**config.mk**
```make
export PLATFORM = sky130hd
export DESIGN_NAME = spk_pattern_seq
export DESIGN_NICKNAME = d
export VERILOG_FILES = /design/src/rtl/spk_pkg.sv /design/src/rtl/spk_edge_sync.sv /design/src/rtl/spk_pattern_reg.sv /design/src/rtl/spk_toggle.sv /design/src/rtl/spk_pattern_seq.sv
export SDC_FILE = /design/constraint.sdc
export NUM_CORES = 1
export LEC_CHECK = 0
export CAP_MARGIN = 5
export CORE_AREA = 4 4 41 43
export DETAILED_ROUTE_END_ITERATION = 16
export DIE_AREA = 0 0 45 47
export GPL_ROUTABILITY_DRIVEN = 0
export MAX_ROUTING_LAYER = met4
export PLACE_DENSITY = 0.56
export SLEW_MARGIN = 20
export SYNTH_ARGS = -nofsm -noshare
export SYNTH_HDL_FRONTEND = slang
export SYNTH_SLANG_ARGS = --single-unit
```
**constraint.sdc**
```tcl
create_clock -name clk -period 1.75 [get_ports clk]
set_clock_uncertainty 0.05 [all_clocks]
set_input_delay 0.35 -clock clk [delete_from_list [all_inputs] [get_ports clk]]
set_output_delay 0.35 -clock clk [all_outputs]
set_load 0.01 [all_outputs]
```
**src/rtl/spk_pkg.sv**
```systemverilog
package spk_pkg;
  typedef enum logic {
    FILL_ZERO   = 1'b0,
    FILL_ROTATE = 1'b1
  } fill_mode_e;

  localparam int unsigned PAT_W_DEF  = 4;
  localparam int unsigned SYNC_N_DEF = 2;
  localparam int unsigned TOG_W_DEF  = 2;
endpackage

```
**src/rtl/spk_edge_sync.sv**
```systemverilog
module spk_edge_sync #(
  parameter int unsigned SYNC_N = spk_pkg::SYNC_N_DEF
) (
  input  logic clk,
  input  logic rst_n,
  input  logic level_in,
  output logic rise_pulse
);
  localparam int unsigned LAST = SYNC_N - 1;

  logic [SYNC_N-1:0] stage_q;
  logic              hist_q;

  genvar g;
  generate
    for (g = 0; g < SYNC_N; g++) begin : g_stage
      if (g == 0) begin : g_first
        always_ff @(posedge clk) begin
          if (!rst_n) stage_q[g] <= 1'b0;
          else        stage_q[g] <= level_in;
        end
      end else begin : g_next
        always_ff @(posedge clk) begin
          if (!rst_n) stage_q[g] <= 1'b0;
          else        stage_q[g] <= stage_q[g-1];
        end
      end
    end
  endgenerate

  always_ff @(posedge clk) begin
    if (!rst_n) hist_q <= 1'b0;
    else        hist_q <= stage_q[LAST];
  end

  assign rise_pulse = stage_q[LAST] & ~hist_q;

  // one rising level gives a single-cycle pulse
  p_single_pulse_r8: assert property (@(posedge clk) disable iff (!rst_n)
    rise_pulse |=> !rise_pulse);
endmodule

```
**src/rtl/spk_pattern_reg.sv**
```systemverilog
module spk_pattern_reg #(
  parameter int unsigned PAT_W = spk_pkg::PAT_W_DEF
) (
  input  logic             clk,
  input  logic             rst_n,
  input  logic [PAT_W-1:0] init_value,
  input  logic             load,
  input  logic             fill_rotate,
  input  logic             advance,
  output logic             msb
);
  import spk_pkg::*;

  localparam int unsigned TOP = PAT_W - 1;

  logic [PAT_W-1:0] pat_q;
  logic [PAT_W-1:0] pat_d;
  logic             fill_bit;
  fill_mode_e       mode;

  assign mode     = fill_rotate ? FILL_ROTATE : FILL_ZERO;
  assign fill_bit = (mode == FILL_ROTATE) ? pat_q[TOP] : 1'b0;

  always_comb begin
    pat_d = pat_q;
    if (load)         pat_d = init_value;
    else if (advance) pat_d = {pat_q[TOP-1:0], fill_bit};
  end

  always_ff @(posedge clk) begin
    if (!rst_n) pat_q <= init_value;
    else        pat_q <= pat_d;
  end

  assign msb = pat_q[TOP];

  p_load_wins_r9: assert property (@(posedge clk) disable iff (!rst_n)
    load |=> pat_q == $past(init_value));
  p_hold_idle_r6: assert property (@(posedge clk) disable iff (!rst_n)
    (!load && !advance) |=> $stable(pat_q));
  p_rotate_keeps_ones_r3: assert property (@(posedge clk) disable iff (!rst_n)
    (advance && !load && fill_rotate) |=> $countones(pat_q) == $countones($past(pat_q)));
  p_zero_enters_r4: assert property (@(posedge clk) disable iff (!rst_n)
    (advance && !load && !fill_rotate) |=> !pat_q[0]);
endmodule

```
**src/rtl/spk_toggle.sv**
```systemverilog
module spk_toggle #(
  parameter int unsigned TOG_W = spk_pkg::TOG_W_DEF
) (
  input  logic clk,
  input  logic rst_n,
  input  logic fire,
  output logic int_off
);
  localparam int unsigned TOP = TOG_W - 1;
  localparam logic [TOG_W-1:0] TOG_RST = {{(TOG_W-1){1'b0}}, 1'b1};

  logic [TOG_W-1:0] tog_q;

  always_ff @(posedge clk) begin
    if (!rst_n)    tog_q <= TOG_RST;
    else if (fire) tog_q <= {tog_q[TOP-1:0], tog_q[TOP]};
  end

  assign int_off = tog_q[TOP];

  p_tog_onehot_r5: assert property (@(posedge clk) disable iff (!rst_n)
    $countones(tog_q) == 1);
  p_flip_on_fire_r5: assert property (@(posedge clk) disable iff (!rst_n)
    fire |=> int_off != $past(int_off));
  p_hold_no_fire_r11: assert property (@(posedge clk) disable iff (!rst_n)
    !fire |=> $stable(int_off));
endmodule

```
**src/rtl/spk_pattern_seq.sv**
```systemverilog
module spk_pattern_seq #(
  parameter int unsigned PAT_W  = spk_pkg::PAT_W_DEF,
  parameter int unsigned SYNC_N = spk_pkg::SYNC_N_DEF,
  parameter int unsigned TOG_W  = spk_pkg::TOG_W_DEF
) (
  input  logic             clk,
  input  logic             rst_n,
  input  logic             pat_load,
  input  logic [PAT_W-1:0] pat_value,
  input  logic             wrap_mode,
  input  logic             spike_int,
  input  logic             spike_ref,
  output logic             strength_full,
  output logic             int_conn_n,
  output logic             ref_conn_n
);
  localparam int unsigned N_UNITS = 2;

  logic [N_UNITS-1:0] raw_spk;
  logic [N_UNITS-1:0] rise;
  logic               int_off;
  logic               ev_int;
  logic               ev_ref;
  logic               ev_any;

  assign raw_spk = {spike_ref, spike_int};

  genvar u;
  generate
    for (u = 0; u < N_UNITS; u++) begin : g_unit
      spk_edge_sync #(.SYNC_N(SYNC_N)) sync_i (
        .clk       (clk),
        .rst_n     (rst_n),
        .level_in  (raw_spk[u]),
        .rise_pulse(rise[u])
      );
    end
  endgenerate

  // only the connected unit may advance the state
  assign ev_int = rise[0] & ~int_off;
  assign ev_ref = rise[1] &  int_off;
  assign ev_any = ev_int | ev_ref;

  spk_pattern_reg #(.PAT_W(PAT_W)) pat_i (
    .clk        (clk),
    .rst_n      (rst_n),
    .init_value (pat_value),
    .load       (pat_load),
    .fill_rotate(wrap_mode),
    .advance    (ev_int),
    .msb        (strength_full)
  );

  spk_toggle #(.TOG_W(TOG_W)) tog_i (
    .clk    (clk),
    .rst_n  (rst_n),
    .fire   (ev_any),
    .int_off(int_off)
  );

  assign int_conn_n = int_off;
  assign ref_conn_n = ~int_off;

  p_one_connected_r5: assert property (@(posedge clk) disable iff (!rst_n)
    $onehot0({~int_conn_n, ~ref_conn_n}) && (int_conn_n != ref_conn_n));
  p_ref_keeps_pattern_r6: assert property (@(posedge clk) disable iff (!rst_n)
    (ev_ref && !pat_load) |=> $stable(strength_full));
  p_off_unit_ignored_r7: assert property (@(posedge clk) disable iff (!rst_n)
    (rise[0] && int_conn_n && !rise[1]) |=> $stable(int_conn_n));
endmodule

```
; Word-level counts from Yosys, hierarchy flattened
; Index checks and enable logic that the tools add are counted.
[totals]
ff_bits = 12
output_inout_bits = 3
inputBits = 10
[op_classes]
n_mux = 5
eq_ne = 1
bitwise_logic = 8
[op_table]
columns = cell, count
row1 = two-way mux 4 bit, 3
row2 = bitwise AND 1 bit, 4
row3 = "inequality test 3 x 1 -> 1 bit, second input constant", 1
row4 = NOT 1 bit, 3
row5 = two-way mux 1 bit, 2
row6 = bitwise OR 1 bit, 1

; Logic depth before layout (Yosys ltp)
[logic_depth]
ltp_word = 6
depth_mapped = 3
mapped_depth_nobuf = 3

; By module
; From an unflattened synthesis, not the netlist that was laid out.
[hier_totals]
hier_cells = 35
hier_area_um2 = 485.5
[by_module_without_submodules]
columns = mod, cells_per_inst, n_inst, area_each_um2, seq_area_each_um2
row1 = spk_pattern_reg, 12, 1, 202.7, 120.1
row2 = spk_edge_sync, 7, 2, 92.6, 60.1
row3 = spk_toggle, 6, 1, 70.1, 40.0
row4 = spk_pattern_seq, 3, 1, 27.5, 0.0

; Worst setup path before layout
; OpenSTA, ideal clock, no wires.
[synth_timing]
path_kind = flip-flop to flip-flop
start = register tog_i.tog_q[1]
end = register pat_i.pat_q[0] (enable)
path_slack_ns = 0.522
path_stages_with_launch = 4
t_arrival_ns = 0.915
path_buffers = 0
cell_sequence = dfxtp_1 > inv_1 > and3_1 > or2_1
[synth_via]
elab_chain_cells = 3
[synth_lines]
columns = item, line
row1 = start: declaration, spk_toggle.sv:12  ; logic [TOG_W-1:0] tog_q;
row2 = start signal: assignment, spk_toggle.sv:16  ; else if (fire) tog_q <= {tog_q[TOP-1:0], tog_q[TOP]};
row3 = NOT 1 bit, --
row4 = named net ref_conn_n, spk_pattern_seq.sv:15  ; output logic ref_conn_n
row5 = bitwise AND 1 bit, spk_pattern_seq.sv:41  ; assign ev_int = rise[0] & ~int_off;
row6 = inequality test 3 x 1 -> 1 bit (no line), --
row7 = end signal: assignment, spk_pattern_reg.sv:31  ; if (!rst_n) pat_q <= init_value;
row8 = end signal: assignment, spk_pattern_reg.sv:32  ; else pat_q <= pat_d;
row9 = end: declaration, spk_pattern_reg.sv:16  ; logic [PAT_W-1:0] pat_q;
; The timed path passes the listed nets, and every way through them passes these cells.
; A chain may end at the register's enable or synchronous reset.

; Worst setup path in the final report
[layout_timing]
start = register tog_i.tog_q[1]
end = output port ref_conn_n
[layout_via]
elab_chain_cells = 1
[layout_lines]
columns = item, line
row1 = NOT 1 bit, spk_pattern_seq.sv:63  ; assign ref_conn_n = ~int_off;
row2 = end: declaration, spk_pattern_seq.sv:15
; Every way passes these cells.

==> results by group <==
Place
  • Worst slack, placed: ~0.16 ns
  • Post-place instance area: 598 um2
  • DP HPWL: around 600 um
  • # port buffers: 12

Critical path
  • R2R setup slack: 0.56 ns
  • CP endpoint kind: primary output
  • WP data required: between 1 and 1.5 ns
  • Crit path max fanout: 5
  • Reg2reg end: pat_i.pat_q[2]$_DFFE_PP_
  • R2R cell count: 3
  • CP arrival: between 1 and 1.5 ns
  • Crit path cell chain: inv_1 > clkdlybuf4s50_1
  • Critical path type: flop to primary output
  • Top Family by Delay on Critical Path: buffers and inverters
  • Max stage delay on crit path: ~0.54 ns
  • CP max-delay cell: clkdlybuf4s50_1
  • Worst setup SP type: flop
  • FF-to-FF Start: tog_i.tog_q[1]$_SDFFE_PN0P_
  • Worst path buffer plus inverter count: 2

Clock network
  • Clk buf depth: 2
  • Worst-path clk slew: roughly 0.070 ns
  • H-tree Lvls: 1
  • CTS buffer count: 3
  • Clock sink count: 12
  • Setup Buffers After CTS: 0
  • Clock latency at the later pin of the worst-skew pair: 0.26 ns
  • CTS tree: done
  • Root Buffer: clkbuf_4
  • Hold Buf Count CTS: 0
  • # resized after CTS: 0

Logic synthesis
  • Synth Register Bits: 12
  • Seq/Total Area, Yosys: between 60 and 70%
  • Area leader, netlist: dfxtp_1
  • Post-synthesis area per instance: 12.5 um2
  • Top cells by area, synth: dfxtp_1 (35%), edfxtp_1 (27%), and2_2 (10%)
  • Mapped Cells: 36
  • Share of the synthesized area in the top cell type: between 30% and 40%
  • Post-synthesis cell type count: 13
  • Post-Syn Area: around 450 um2
  • Ys Warns: 0
  • Post-Syn Nets: between 40 and 50

Drt
  • Final ANT Viol Nets: 0
  • Vias per cell: approximately 4.4
  • Drt total wl: 772 um
  • Routed WL per cell: 11.4 um
  • Initial DRC count: 1
  • DRT Pass-1 Iters: 2
  • # DRC: 0
  • Via Count: slightly below 300

Floorplan
  • Die area: 2120 um2
  • Core Area: roughly 1300 um2
  • Top-level I/O count: 13
  • Die X: 45 um
  • Die height: roughly 47 um
  • Row Count: 13
  • Initial Util: 34.7%

Power and ir drop
  • Total power: about 0.58 mW
  • Leakage: about 0.26 nW
  • VDD IR max: around 440 uV
  • Power Density: slightly above 900 nW/um2

Outcome
  • Status: finished, final reports clean

Finish
  • Final-stage net count: 64
  • Design Area, Final: ~620 um2
  • P&R area growth vs syn: 38.2%
  • Share of layout cells above drive strength 1: between 20% and 30%
  • Diodes inserted: 0
  • Filler instances: approximately 120

STA
  • Crit path time final: ~1.6 ns
  • Setup tns final: 0 ns
  • Slew @ Worst Pin: about 0.19 ns
  • Slew HR: just under 90%
  • Max-slew violations: 0
  • RSZ-0062 raised after global routing: no
  • Final Hold Vio Count: 0
  • Tcrit/Tclk final: 92.6%
  • Setup WS post-layout: roughly 0.13 ns
  • Setup violators final: 0
  • Fmax: 617 MHz

Hold path
  • Min-delay worst type: flop to flop
  • Worst Hold Depth: 1
  • Worst Hold End: g_unit[0].sync_i.stage_q[1]$_SDFF_PN0_
  • Beginning of the worst hold path: g_unit[0].sync_i.stage_q[0]$_SDFF_PN0_

Global routing
  • Vias in the first global route: roughly 300
  • First-pass GRT wire length: 1190 um
  • GRT overflow: 0
  • Initial antenna violation count: 0
  • Pin count of the biggest net entering global routing: 10
  • Total Routing Usage GR: under 10%

Job
  • Max-Cap Viols: 0
## power breakdown
| part | internal, mW | switching, mW | total (mW) |
|---|---|---|---|
| clock network | 0.0880 | 0.0806 | 0.169 |
| registers | 0.310 | 0.0103 | 0.320 |
| logic | 0.0576 | 0.0301 | 0.0877 |
| total | 0.455 | 0.121 | 0.577 |
## per-stage QoR
step                      utilization [%]  instances  hold slack [ns]
after global placement               46.0         64            0.377
after detailed placement             46.0         64            0.391
after floorplan                         -         36            0.376
after CTS                            48.0         68            0.409
after global routing                 48.0         68            0.414
final                                48.0         68            0.402
## worst register-to-register path, delay by kind of cell, from the launching register on
kind / cells / cell delay (ns)
buf+inv: 1 / 0.08
flops: 1 / 0.39
simple gates: 2 / 0.43
## routing by layer
| layer | wire length (um) | track usage [%] | share of wire (%) | vias to the layer above |
|---|---|---|---|---|
| met4 | 0 | 7.02 | 0 | 0 |
| li1 | - | - | - | 155 |
| met5 | 0 | - | 0 | - |
| met2 | 326 | 11.9 | 42 | 12 |
| met3 | 57 | 3.83 | 7.4 | 0 |
| met1 | 388 | 9.58 | 50 | 129 |
## cell usage after synthesis
library cell,instances
and2_2,6
and3_1,1
edfxtp_1,4
nor2b_1,1
o22ai_1,1
inv_1,2
mux2_4,3
nand2_1,4
or2_1,1
a21oi_1,2
nand2b_4,1
o21ai_0,2
dfxtp_1,8
## how the worst max path moves through the flow
| stage | from | end | slack (ns) | cells past startpoint |
|---|---|---|---|---|
| 2_1_floorplan | tog_i.tog_q[1]$_SDFFE_PN0P_ | pat_i.pat_q[0]$_DFFE_PP_ | 0.52 | 3 |
| 5_1_grt | tog_i.tog_q[1]$_SDFFE_PN0P_ | ref_conn_n | 0.07 | 2 |
| 4_1_cts | tog_i.tog_q[1]$_SDFFE_PN0P_ | ref_conn_n | 0.12 | 2 |
| 3_3_place_gp | rst_n | pat_i.pat_q[2]$_DFFE_PP_ | 0.17 | 3 |
| 3_5_place_dp | rst_n | pat_i.pat_q[3]$_DFFE_PP_ | 0.16 | 3 |
| 6_report | tog_i.tog_q[1]$_SDFFE_PN0P_ | ref_conn_n | 0.13 | 2 |
## registers in the layout, summed over array words and instances (netlist names)
| name | count |
|---|---|
| tog_i.tog_q | 2 |
| pat_i.pat_q | 4 |
| g_unit.sync_i.hist_q | 2 |
| g_unit.sync_i.stage_q | 4 |
## layout by cell type, fill, tap and decap left out, drive strengths merged
cell	Yosys	layout
clkdlybuf4s50	0	12
dfxtp	8	8
and2	6	6
nand2	4	4
edfxtp	4	4
clkbuf	0	4
mux2	3	3
o21ai	2	2
inv	2	2
a21oi	2	2
nand2b	1	1
and3	1	1
or2	1	1
nor2b	1	1
o22ai	1	1
buf	0	1
## cell families (layout without fill, tap and decap cells)
logic type	after synthesis	count (layout)	share of synthesized area (%)
flip-flops	12	12	62.1
AND/OR/NAND/NOR	14	14	20.5
multiplexers	3	3	9.97
AO/OA/AOI/OAI	5	5	5.82
buffers and inverters	2	19	1.66
## area by class of cell
cell class	instances	area (um2)	share of cell area, %
Sequential cell	12	280	44.9
Inverter	2	7.51	1.20
Timing Repair Buffer	13	128	20.4
Tap cell	15	18.8	3.01
Clock buffer	4	26.3	4.21
Multi-Input combinational cell	22	164	26.3
Power figures use the tool's default switching activity.
